===== config.mk =====
export PLATFORM = sky130hd
export DESIGN_NAME = lookahead_adder
export DESIGN_NICKNAME = d
export VERILOG_FILES = /design/src/rtl/la_pkg.sv /design/src/rtl/la_gp_stage.sv /design/src/rtl/la_prefix_tree.sv /design/src/rtl/la_sum_stage.sv /design/src/rtl/lookahead_adder.sv
export SDC_FILE = /design/constraint.sdc
export NUM_CORES = 1
export LEC_CHECK = 0
export BUFFER_PORTS_ARGS = -buffer_cell sky130_fd_sc_hd__buf_2
export CAP_MARGIN = 20
export CORE_UTILIZATION = 40
export DETAILED_ROUTE_END_ITERATION = 10
export PLACE_DENSITY_LB_ADDON = 0.05
export SLEW_MARGIN = 15
export SYNTH_ARGS = -nofsm -noshare
export SYNTH_HDL_FRONTEND = slang
export SYNTH_HIERARCHICAL = 1
export SYNTH_SLANG_ARGS = --single-unit

===== constraint.sdc =====
create_clock -name vclk -period 1.55
set_clock_uncertainty 0.05 [all_clocks]
set_input_delay 0.155 -clock vclk [all_inputs]
set_output_delay 0.155 -clock vclk [all_outputs]
set_load 0.01 [all_outputs]

===== src/rtl/la_pkg.sv =====
package la_pkg;

  typedef enum logic [1:0] {
    BIT_KILL = 2'd0,
    BIT_PROP = 2'd1,
    BIT_GEN  = 2'd2
  } bit_class_e;

  // Classify one position by its generate/propagate pair.
  function automatic bit_class_e classifyBit(input logic genBit, input logic propBit);
    if (genBit)       return BIT_GEN;
    else if (propBit) return BIT_PROP;
    else              return BIT_KILL;
  endfunction

  // Combine a high group (gHi,pHi) with the lower group (gLo,pLo).
  function automatic logic [1:0] combineGp(input logic gHi, input logic pHi,
                                           input logic gLo, input logic pLo);
    return {gHi | (pHi & gLo), pHi & pLo};
  endfunction

endpackage


===== src/rtl/la_gp_stage.sv =====
module la_gp_stage #(
  parameter int WIDTH = 16
) (
  input  logic [WIDTH-1:0] opA,
  input  logic [WIDTH-1:0] opB,
  output logic [WIDTH-1:0] genBits,
  output logic [WIDTH-1:0] propBits
);

  for (genvar i = 0; i < WIDTH; i++) begin : g_cell
    assign genBits[i]  = opA[i] & opB[i];
    assign propBits[i] = opA[i] ^ opB[i];
  end

endmodule


===== src/rtl/la_prefix_tree.sv =====
module la_prefix_tree
  import la_pkg::*;
#(
  parameter int WIDTH = 16
) (
  input  logic [WIDTH-1:0] genBits,
  input  logic [WIDTH-1:0] propBits,
  input  logic             carryIn,
  output logic [WIDTH:0]   carries
);

  localparam int LEVELS = (WIDTH > 1) ? $clog2(WIDTH) : 1;

  // grpG/grpP[l][i] cover positions max(0,i-2^l+1) .. i
  logic [LEVELS:0][WIDTH-1:0] grpG;
  logic [LEVELS:0][WIDTH-1:0] grpP;

  assign grpG[0] = genBits;
  assign grpP[0] = propBits;

  for (genvar l = 0; l < LEVELS; l++) begin : g_level
    localparam int SPAN = 1 << l;
    for (genvar i = 0; i < WIDTH; i++) begin : g_node
      if (i >= SPAN) begin : g_merge
        logic [1:0] merged;
        assign merged = combineGp(grpG[l][i], grpP[l][i],
                                  grpG[l][i-SPAN], grpP[l][i-SPAN]);
        assign grpG[l+1][i] = merged[1];
        assign grpP[l+1][i] = merged[0];
      end else begin : g_pass
        assign grpG[l+1][i] = grpG[l][i];
        assign grpP[l+1][i] = grpP[l][i];
      end
    end
  end

  assign carries[0] = carryIn;
  for (genvar i = 0; i < WIDTH; i++) begin : g_carry
    assign carries[i+1] = grpG[LEVELS][i] | (grpP[LEVELS][i] & carryIn);
  end

  // Local checks on every position, against the per-bit classification.
  always_comb begin
    for (int i = 0; i < WIDTH; i++) begin

      gen_carry_chk: assert final (classifyBit(genBits[i], propBits[i]) != BIT_GEN
                                   || carries[i+1])
        else $error("generating position %0d lost its carry", i);

      prop_carry_chk: assert final (classifyBit(genBits[i], propBits[i]) != BIT_PROP
                                    || carries[i+1] == carries[i])
        else $error("propagating position %0d altered its carry", i);

      kill_carry_chk: assert final (classifyBit(genBits[i], propBits[i]) != BIT_KILL
                                    || !carries[i+1])
        else $error("killing position %0d emitted a carry", i);
    end
  end

endmodule


===== src/rtl/la_sum_stage.sv =====
module la_sum_stage #(
  parameter int WIDTH = 16
) (
  input  logic [WIDTH-1:0] propBits,
  input  logic [WIDTH:0]   carries,
  input  logic             signA,
  input  logic             signB,
  output logic [WIDTH-1:0] sumBits,
  output logic             carryOut,
  output logic             sgnOvf
);

  localparam int MSB = WIDTH - 1;

  assign sumBits  = propBits ^ carries[WIDTH-1:0];
  assign carryOut = carries[WIDTH];
  assign sgnOvf   = (signA == signB) && (sumBits[MSB] != signA);

  always_comb begin

    mixed_sign_chk: assert final (signA == signB || !sgnOvf)
      else $error("overflow raised for operands of opposite sign");

    sign_flip_chk: assert final (!sgnOvf || (carries[WIDTH] != carries[MSB]))
      else $error("overflow raised without a sign-position carry mismatch");
  end

endmodule


===== src/rtl/lookahead_adder.sv =====
module lookahead_adder #(
  parameter int WIDTH = 16
) (
  input  logic [WIDTH-1:0] a,
  input  logic [WIDTH-1:0] b,
  input  logic             cin,
  output logic [WIDTH-1:0] sum,
  output logic             cout,
  output logic             ovf
);

  logic [WIDTH-1:0] genBits;
  logic [WIDTH-1:0] propBits;
  logic [WIDTH:0]   carries;

  la_gp_stage #(.WIDTH(WIDTH)) u_gp (
    .opA(a), .opB(b), .genBits(genBits), .propBits(propBits)
  );

  la_prefix_tree #(.WIDTH(WIDTH)) u_tree (
    .genBits(genBits), .propBits(propBits), .carryIn(cin), .carries(carries)
  );

  la_sum_stage #(.WIDTH(WIDTH)) u_sum (
    .propBits(propBits), .carries(carries),
    .signA(a[WIDTH-1]), .signB(b[WIDTH-1]),
    .sumBits(sum), .carryOut(cout), .sgnOvf(ovf)
  );

  always_comb begin

    negate_chk: assert final (!(cin && b == '0 && a == '1) || sum == '0)
      else $error("complement of zero plus one did not wrap to zero");
  end

endmodule


==> run summary, run 1 <==
- **Syn Area/Cell** 7.92 um^2
- **tool error** [ERROR DPL-0033] detailed placement checks failed during check placement.
- **most area-hungry cell type in the Yosys netlist** sky130_fd_sc_hd__ha_1
- **Post-Synth XOR/XNOR Area** 0.196
- **die outline height** 45.4 um
- **main combinational cell family by area after synthesis** compound AO/OA/AOI/OAI gates
- **fraction of post-synthesis cell area in the top cell type by area** 0.266
- **post-synthesis instance area** 752 um^2
- **fraction of the mapped netlist area in simple logic gates** 0.138
- **IO buf count** 51
- **number of buffers inserted by hold repair at cts** 0
- **number of post-CTS setup repair buffers** 13
- **Synth Warn #** 6
- **post-synthesis net count** 144
- **GPL Wtd Cong** 0.843
- **last stage reached** clock tree synthesis (4_1_cts)
- **Post-DP HPWL** 1850 um
- **dpl cells** 202
- **number of core rows** 15
- **outcome** aborted with a tool error
- **synth top area cells** sky130_fd_sc_hd__ha_1, sky130_fd_sc_hd__xor2_1, sky130_fd_sc_hd__a21o_1
- **IO Count** 51
- **multiplexer share of the synthesized area** 0.0133
- **quantity of gates resized following cts** 30
- **distinct cell type count after synthesis** 29
- **Starting Density** 0.431
- **compound-gate portion of the synthesized area** 0.336
- **total placed instance area** 1430 um^2
- **portion of the post-synthesis area used by sequential elements** 0
- **Post-Synth Adder-Cell Area** 0.266
- **die extent in x** 45.4 um
- **number of standard cells after synthesis** 95
-- synthesized netlist by cell type (2+ instances only) --
cell type,instances
sky130_fd_sc_hd__nand4_1,3
sky130_fd_sc_hd__inv_1,6
sky130_fd_sc_hd__o21ai_0,4
sky130_fd_sc_hd__a21oi_2,2
sky130_fd_sc_hd__nand2_1,8
sky130_fd_sc_hd__nor2_1,3
sky130_fd_sc_hd__a21oi_1,7
sky130_fd_sc_hd__nand3_1,2
sky130_fd_sc_hd__xor2_1,15
sky130_fd_sc_hd__ha_1,16
sky130_fd_sc_hd__buf_4,2
sky130_fd_sc_hd__a21o_1,9
sky130_fd_sc_hd__o21bai_1,2
-- per-stage QoR --
step                setup WS (ns)   util  TNS (ns)  hold WS (ns)
floorplan                  -0.285      -    -0.368         0.390
global placement           -0.439  0.821     -4.45         0.616
detailed placement         -0.471  0.821     -4.76         0.631
-- cells by family after synthesis --
family	Yosys count
adder cells (fa/ha/maj)	16
buffers and inverters	8
XOR/XNOR	16
multiplexers	1
AO/OA/AOI/OAI	34
AND/OR/NAND/NOR	20
==> run 2: changes to the inputs <==
--- a/config.mk
+++ b/config.mk
@@ -7,9 +7,10 @@
 export LEC_CHECK = 0
 export BUFFER_PORTS_ARGS = -buffer_cell sky130_fd_sc_hd__buf_2
 export CAP_MARGIN = 20
-export CORE_UTILIZATION = 40
+export CORE_AREA = 2 2 63 65
 export DETAILED_ROUTE_END_ITERATION = 10
-export PLACE_DENSITY_LB_ADDON = 0.05
+export DIE_AREA = 0 0 65 67
+export PLACE_DENSITY_LB_ADDON = 0.15
 export SLEW_MARGIN = 15
 export SYNTH_ARGS = -nofsm -noshare
 export SYNTH_HDL_FRONTEND = slang
==> constraint.sdc (replaced) <==
create_clock -name vclk -period 2
set_clock_uncertainty 0.05 [all_clocks]
set_input_delay 0.2 -clock vclk [all_inputs]
set_output_delay 0.2 -clock vclk [all_outputs]
set_load 0.01 [all_outputs]
==> run 2 against run 1 <==
The flow now finishes, with violations (negative setup slack). Synthesized cell count is the same. Synthesized area is the same.
==> run summary, run 2 <==
- **outcome** finished with violations
- **failing checks** negative setup slack
- **Internal Dissipation** 340 uW
- **global-route wire length before repair** 3860 um
- **die outline height** 67 um, +48%
- **all-layer global routing usage** 0.104
- **endpoint arrival time on the critical path** 1.83 ns
- **most frequent cell after synthesis** sky130_fd_sc_hd__ha_1
- **count of TritonRoute iterations in the first routing pass** 4
- **maximum VDD drop** 0.111 mV
- **worst hold margin** 0.654 ns
- **antenna violations before repair** 0
- **fraction of layout cells with a size suffix above 1** 0.687
- **routed len/inst** 10.8 um
- **power density over the cells** 360 nW/um^2
- **headroom to the max-slew limit** 0.838
- **portion of the post-synthesis area used by sequential elements** 0, unchanged
- **final worst path period need** 2.08 ns
- **fraction of post-synthesis cell area in the top cell type by area** 0.266, unchanged
- **fill cell total of the finished layout** 382
- **Final Setup Violations** 4
- **Via density** 4.47
- **count of maximum capacitance violations** 0
- **IO buf count** 51, unchanged
- **most common library cell in the layout ignoring fill and taps** sky130_fd_sc_hd__buf_2
- **Routed WL** 2450 um
- **area taken by flip-flops and latches** 0 um^2
- **leading cell types in the layout, fill and taps excluded** sky130_fd_sc_hd__buf_2, sky130_fd_sc_hd__buf_4, sky130_fd_sc_hd__buf_6
- **most numerous cell types in the synthesized netlist** sky130_fd_sc_hd__ha_1, sky130_fd_sc_hd__xor2_1, sky130_fd_sc_hd__a21o_1
- **die footprint** 4360 um^2
- **ANT cells** 0
- **Syn Area/Cell** 7.92 um^2, unchanged
- **Synth Warn #** 6, unchanged
- **post-synthesis net count** 144, unchanged
- **distinct cell type count after synthesis** 29, unchanged
- **number of standard cells after synthesis** 95, unchanged
- **Fin. Hold Viols** 0
- **element type at the critical path end** output port
- **type of the worst setup path** in -> out
- **die extent in x** 65 um, +43%
- **GPL Wtd Cong** 0.758, -10%
- **number of core rows** 22, +7
- **Routed Antenna Nets** 0
- **achievable frequency** 480 MHz
- **clock power share** 0
- **Synth-to-Final Area Change** 123%
- **number of global-route vias before repair** 984
- **total power consumption of the routed design** 604 uW
- **final worst-path cycle share** 1.04
- **critical path startpoint category** input pin
- **net count of the finished layout** 230
- **PnR worst setup slack** -0.0825 ns
- **IO Count** 51, unchanged
- **via count of the routed design** 1,015
- **most area-hungry cell type in the Yosys netlist** sky130_fd_sc_hd__ha_1
- **synth top area cells** sky130_fd_sc_hd__ha_1, sky130_fd_sc_hd__xor2_1, sky130_fd_sc_hd__a21o_1
- **maximum number of pins on one net before global-route repair** 7
- **part of the power in combinational logic** 1.000
- **largest fanout of any net on the critical path** 4
- **clock buf count** 0
- **required time of the critical path** 1.75 ns
- **Post-DP HPWL** 1880 um, +2.0%
- **DRC violations left** 0
- **summed negative setup slack over all endpoints** -0.115 ns
- **post-synthesis instance area** 752 um^2, unchanged
- **Worst Max-Slew Pin Slew** 0.242 ns
- **sw power** 264 uW
- **static leakage** 0.000848 uW
- **Seq Cell Count** 0
- **global route overflow** 0
- **iteration-0 DRC count of the detailed router** 9
- **dpl cells** 214, +5.9%
- **Sw Ratio** 0.438
- **setup repair after global routing missed its margin** yes
- **path type of the worst min-delay path** in -> out
- **Starting Density** 0.209, -0.222
- **proportion of power drawn by flip-flops and latches** 0
- **count of placed standard cells in the final layout, fillers left out** 227
- **max-slew violations** 0
- **Core Area** 3610 um^2
run 2: cell counts after synthesis:
No cell type changed its count.
run 2: layout make-up:
cell class         instances  area (um^2)  area share
repair buffers            86          652       0.389
inverters                  6         22.5      0.0134
multi-input cells         87          942       0.562
well taps                 48         60.1      0.0358
run 2: what timing repair did:
item                                    4_1_cts  5_1_grt
setup buffers                                 8        5
gates resized for setup                      23       32
endpoints found under the setup margin       10        8
pin swaps                                    25       20
endpoints found under the hold margin         0        0
hold buffers                                  0        0
run 2: final timing paths:
| check | depth (start not counted) | slack [ns] | endpoint | start |
|---|---|---|---|---|
| worst max-delay path | 9 | -0.08 | ovf | a[3] |
| worst min-delay path | 3 | 0.65 | sum[0] | cin |
run 2: worst max-delay path, stage by stage:
cell and delay [ns]:
sky130_fd_sc_hd__buf_6 0.10, sky130_fd_sc_hd__ha_4 0.28, sky130_fd_sc_hd__and4_4 0.19, sky130_fd_sc_hd__a21o_1 0.15, sky130_fd_sc_hd__o21ai_2 0.07, sky130_fd_sc_hd__a32oi_2 0.28, sky130_fd_sc_hd__xor2_2 0.21, sky130_fd_sc_hd__mux2i_2 0.21
sky130_fd_sc_hd__buf_2 0.15
run 2: per-layer routing:
| metal | track usage | routed length (um) | vias up |
|---|---|---|---|
| met2 | 0.218 | 1390 | 20 |
| met5 | 0 | 0 | - |
| met4 | 0 | 0 | 0 |
| li1 | - | - | 517 |
| met3 | 0.00169 | 89 | 0 |
| met1 | 0.122 | 965 | 478 |
run 2: power by group through the flow:
stage	logic, uW	registers [uW]	clock network [uW]
detailed placement	456	0	0
finish	604	0	0
global placement	454	0	0
floorplan	258	0	0
CTS	526	0	0
global route	656	0	0
run 2: kinds of logic (layout without fill, tap and decap cells):
family | count (synthesis) | count (layout) | share of synthesized area
AO/OA/AOI/OAI | 34 | 34 | 0.336
AND/OR/NAND/NOR | 20 | 20 | 0.138
adder cells (fa/ha/maj) | 16 | 16 | 0.266
XOR/XNOR | 16 | 16 | 0.196
buffers and inverters | 8 | 92 | 0.0499
multiplexers | 1 | 1 | 0.0133
run 2: metrics by stage:
| stage | instance area (um^2) | util | setup WS (ns) |
|---|---|---|---|
| after floorplan | 756 | - | 0.00699 |
| after global placement | 1220 | 0.339 | -0.172 |
| after detailed placement | 1220 | 0.339 | -0.187 |
| after CTS | 1470 | 0.408 | -0.0927 |
| after global routing | 1680 | 0.465 | -0.160 |
| final | 1680 | 0.465 | -0.0825 |
Power figures use the tool's default switching activity.
==> run 3: changes to the inputs <==
--- a/config.mk
+++ b/config.mk
@@ -10,6 +10,7 @@
 export CORE_AREA = 2 2 63 65
 export DETAILED_ROUTE_END_ITERATION = 10
 export DIE_AREA = 0 0 65 67
+export GPL_TIMING_DRIVEN = 0
 export PLACE_DENSITY_LB_ADDON = 0.15
 export SLEW_MARGIN = 15
 export SYNTH_ARGS = -nofsm -noshare
==> run 3 against run 2 <==
Die area unchanged. Utilization down 4.6 points. Cell count down 7.9%. The run still ends with negative setup slack left. Flip-flop and latch count unchanged. Non-clock buffer count down 18. Total power down 9.9%.
==> run summary, run 3 (synthesis gave the netlist of run 2 again) <==
- **post-route core utilization** 0.419, -0.0458
- **uppermost signal routing layer after detailed routing** met4
- **die extent in x** 65 um, unchanged
- **most common library cell in the layout ignoring fill and taps** sky130_fd_sc_hd__buf_2
- **summed negative setup slack over all endpoints** -0.0726 ns, +0.0420 ns
- **final worst-path cycle share** 1.03, -0.00831
- **Fin. Hold Viols** 0, unchanged
- **count of placed standard cells in the final layout, fillers left out** 209, -7.9%
- **power density over the cells** 360 nW/um^2, about the same
- **die outline height** 67 um, unchanged
- **Routed WL** 2280 um, -7.1%
- **Via density** 4.45, -0.38%
- **clock buf count** 0, unchanged
- **final worst path period need** 2.07 ns, -0.0166 ns
- **PnR worst setup slack** -0.0659 ns, +0.0166 ns
- **type of the worst setup path** in -> out
- **routed wl met2** 1220 um, -12%
- **maximum number of pins on one net before global-route repair** 8, +1
- **Post-DP HPWL** 1790 um, -4.8%
- **static leakage** 0.000738 uW, -13%
- **setup repair after global routing missed its margin** yes
- **DRC violations left** 0, unchanged
- **headroom to the max-slew limit** 0.841, +0.00252
- **antenna violations before repair** 0, unchanged
- **global-route wire length before repair** 3570 um, -7.3%
- **GPL Wtd Cong** 0.700, -7.7%
- **global route overflow** 0, unchanged
- **Routed Antenna Nets** 0, unchanged
- **IO buf count** 51, unchanged
- **Final Setup Violations** 2, -2
- **dpl cells** 194, -9.3%
- **wire length on met3** 89 um, unchanged
- **IO Count** 51, unchanged
- **leading cell types in the layout, fill and taps excluded** sky130_fd_sc_hd__buf_2, sky130_fd_sc_hd__buf_4, sky130_fd_sc_hd__buf_6, sky130_fd_sc_hd__xor2_1, sky130_fd_sc_hd__ha_4
- **fill cell total of the finished layout** 372, -2.6%
- **ANT cells** 0, unchanged
- **Worst Max-Slew Pin Slew** 0.238 ns, -0.00378 ns
- **fraction of layout cells with a size suffix above 1** 0.634, -0.0536
- **routed len/inst** 10.9 um, +0.94%
- **Core Area** 3610 um^2, unchanged
- **all-layer global routing usage** 0.0970, -0.00668
- **max-slew violations** 0, unchanged
- **net count of the finished layout** 212, -7.8%
- **largest fanout of any net on the critical path** 5, +1
- **Synth-to-Final Area Change** 101%
- **area taken by flip-flops and latches** 0 um^2, unchanged
- **Post-Place Worst Slack** -0.250 ns, -0.0629 ns
- **detailed-route wire length on metal 1** 956 um, -0.93%
- **number of core rows** 22, unchanged
- **die footprint** 4360 um^2, unchanged
- **outcome** finished with violations
- **Seq Cell Count** 0, unchanged
- **via count of the routed design** 931, -8.3%
- **count of TritonRoute iterations in the first routing pass** 4, unchanged
- **critical path startpoint category** input pin
- **failing checks** negative setup slack
- **path type of the worst min-delay path** in -> out
- **number of global-route vias before repair** 896, -8.9%
- **iteration-0 DRC count of the detailed router** 28, +19
- **endpoint arrival time on the critical path** 1.82 ns, about the same
- **achievable frequency** 484 MHz, +0.80%
- **required time of the critical path** 1.75 ns, about the same
- **maximum VDD drop** 0.0999 mV, -9.7%
- **Starting Density** 0.209, unchanged
- **count of maximum capacitance violations** 0, unchanged
- **element type at the critical path end** output port
-- run 3: power breakdown --
part	switching (uW)	internal (uW)	total [uW]	leakage [uW]
logic	252	292	544	0.000738
clock network	0	0	0	0
registers	0	0	0	0
total	252	292	544	0.000738
-- run 3: final cells by class --
type / instances / area, um^2 / area share
timing repair buffer: 67 / 469 / 0.310
tap: 48 / 60.1 / 0.0397
multi-input combinational: 87 / 952 / 0.630
buffer: 1 / 7.51 / 0.00497
inverter: 6 / 22.5 / 0.0149
-- run 3: path summary, 6_finish.rpt --
check,startpoint,cells past startpoint,endpoint,slack [ns]
max,a[3],9,ovf,-0.07
min,b[15],4,ovf,0.72
-- run 3: metal layers --
metal | vias to the layer above | global-route usage
met5 | - | 0
met4 | 0 | 0
met3 | 2 | 0.00169
met2 | 20 | 0.198
met1 | 424 | 0.118
li1 | 485 | -
-- run 3: repair_timing --
action                                 4_1_cts  5_1_grt
setup endpoints to repair                    9        8
pin swaps                                   18       17
buffers inserted                            11        6
hold buffers                                 0        0
resized for setup                           36       14
endpoints found under the hold margin        0        0
-- run 3: critical path, cell delays in order --
cell and delay (ns):
sky130_fd_sc_hd__buf_6 0.09, sky130_fd_sc_hd__ha_4 0.29, sky130_fd_sc_hd__and4_4 0.20, sky130_fd_sc_hd__a21o_1 0.14, sky130_fd_sc_hd__o21ai_2 0.07, sky130_fd_sc_hd__a32oi_2 0.26, sky130_fd_sc_hd__xor2_2 0.20, sky130_fd_sc_hd__mux2i_2 0.21
sky130_fd_sc_hd__buf_2 0.15
-- run 3: stage by stage --
| stage | hold WS, ns | total power, uW | area (um^2) |
|---|---|---|---|
| after global routing | 0.761 | 593 | 1510 |
| after CTS | 0.723 | 498 | 1400 |
| after global placement | 0.710 | 396 | 1070 |
| after floorplan | 0.480 | 258 | 756 |
| final | 0.719 | 544 | 1510 |
| after detailed placement | 0.722 | 399 | 1070 |
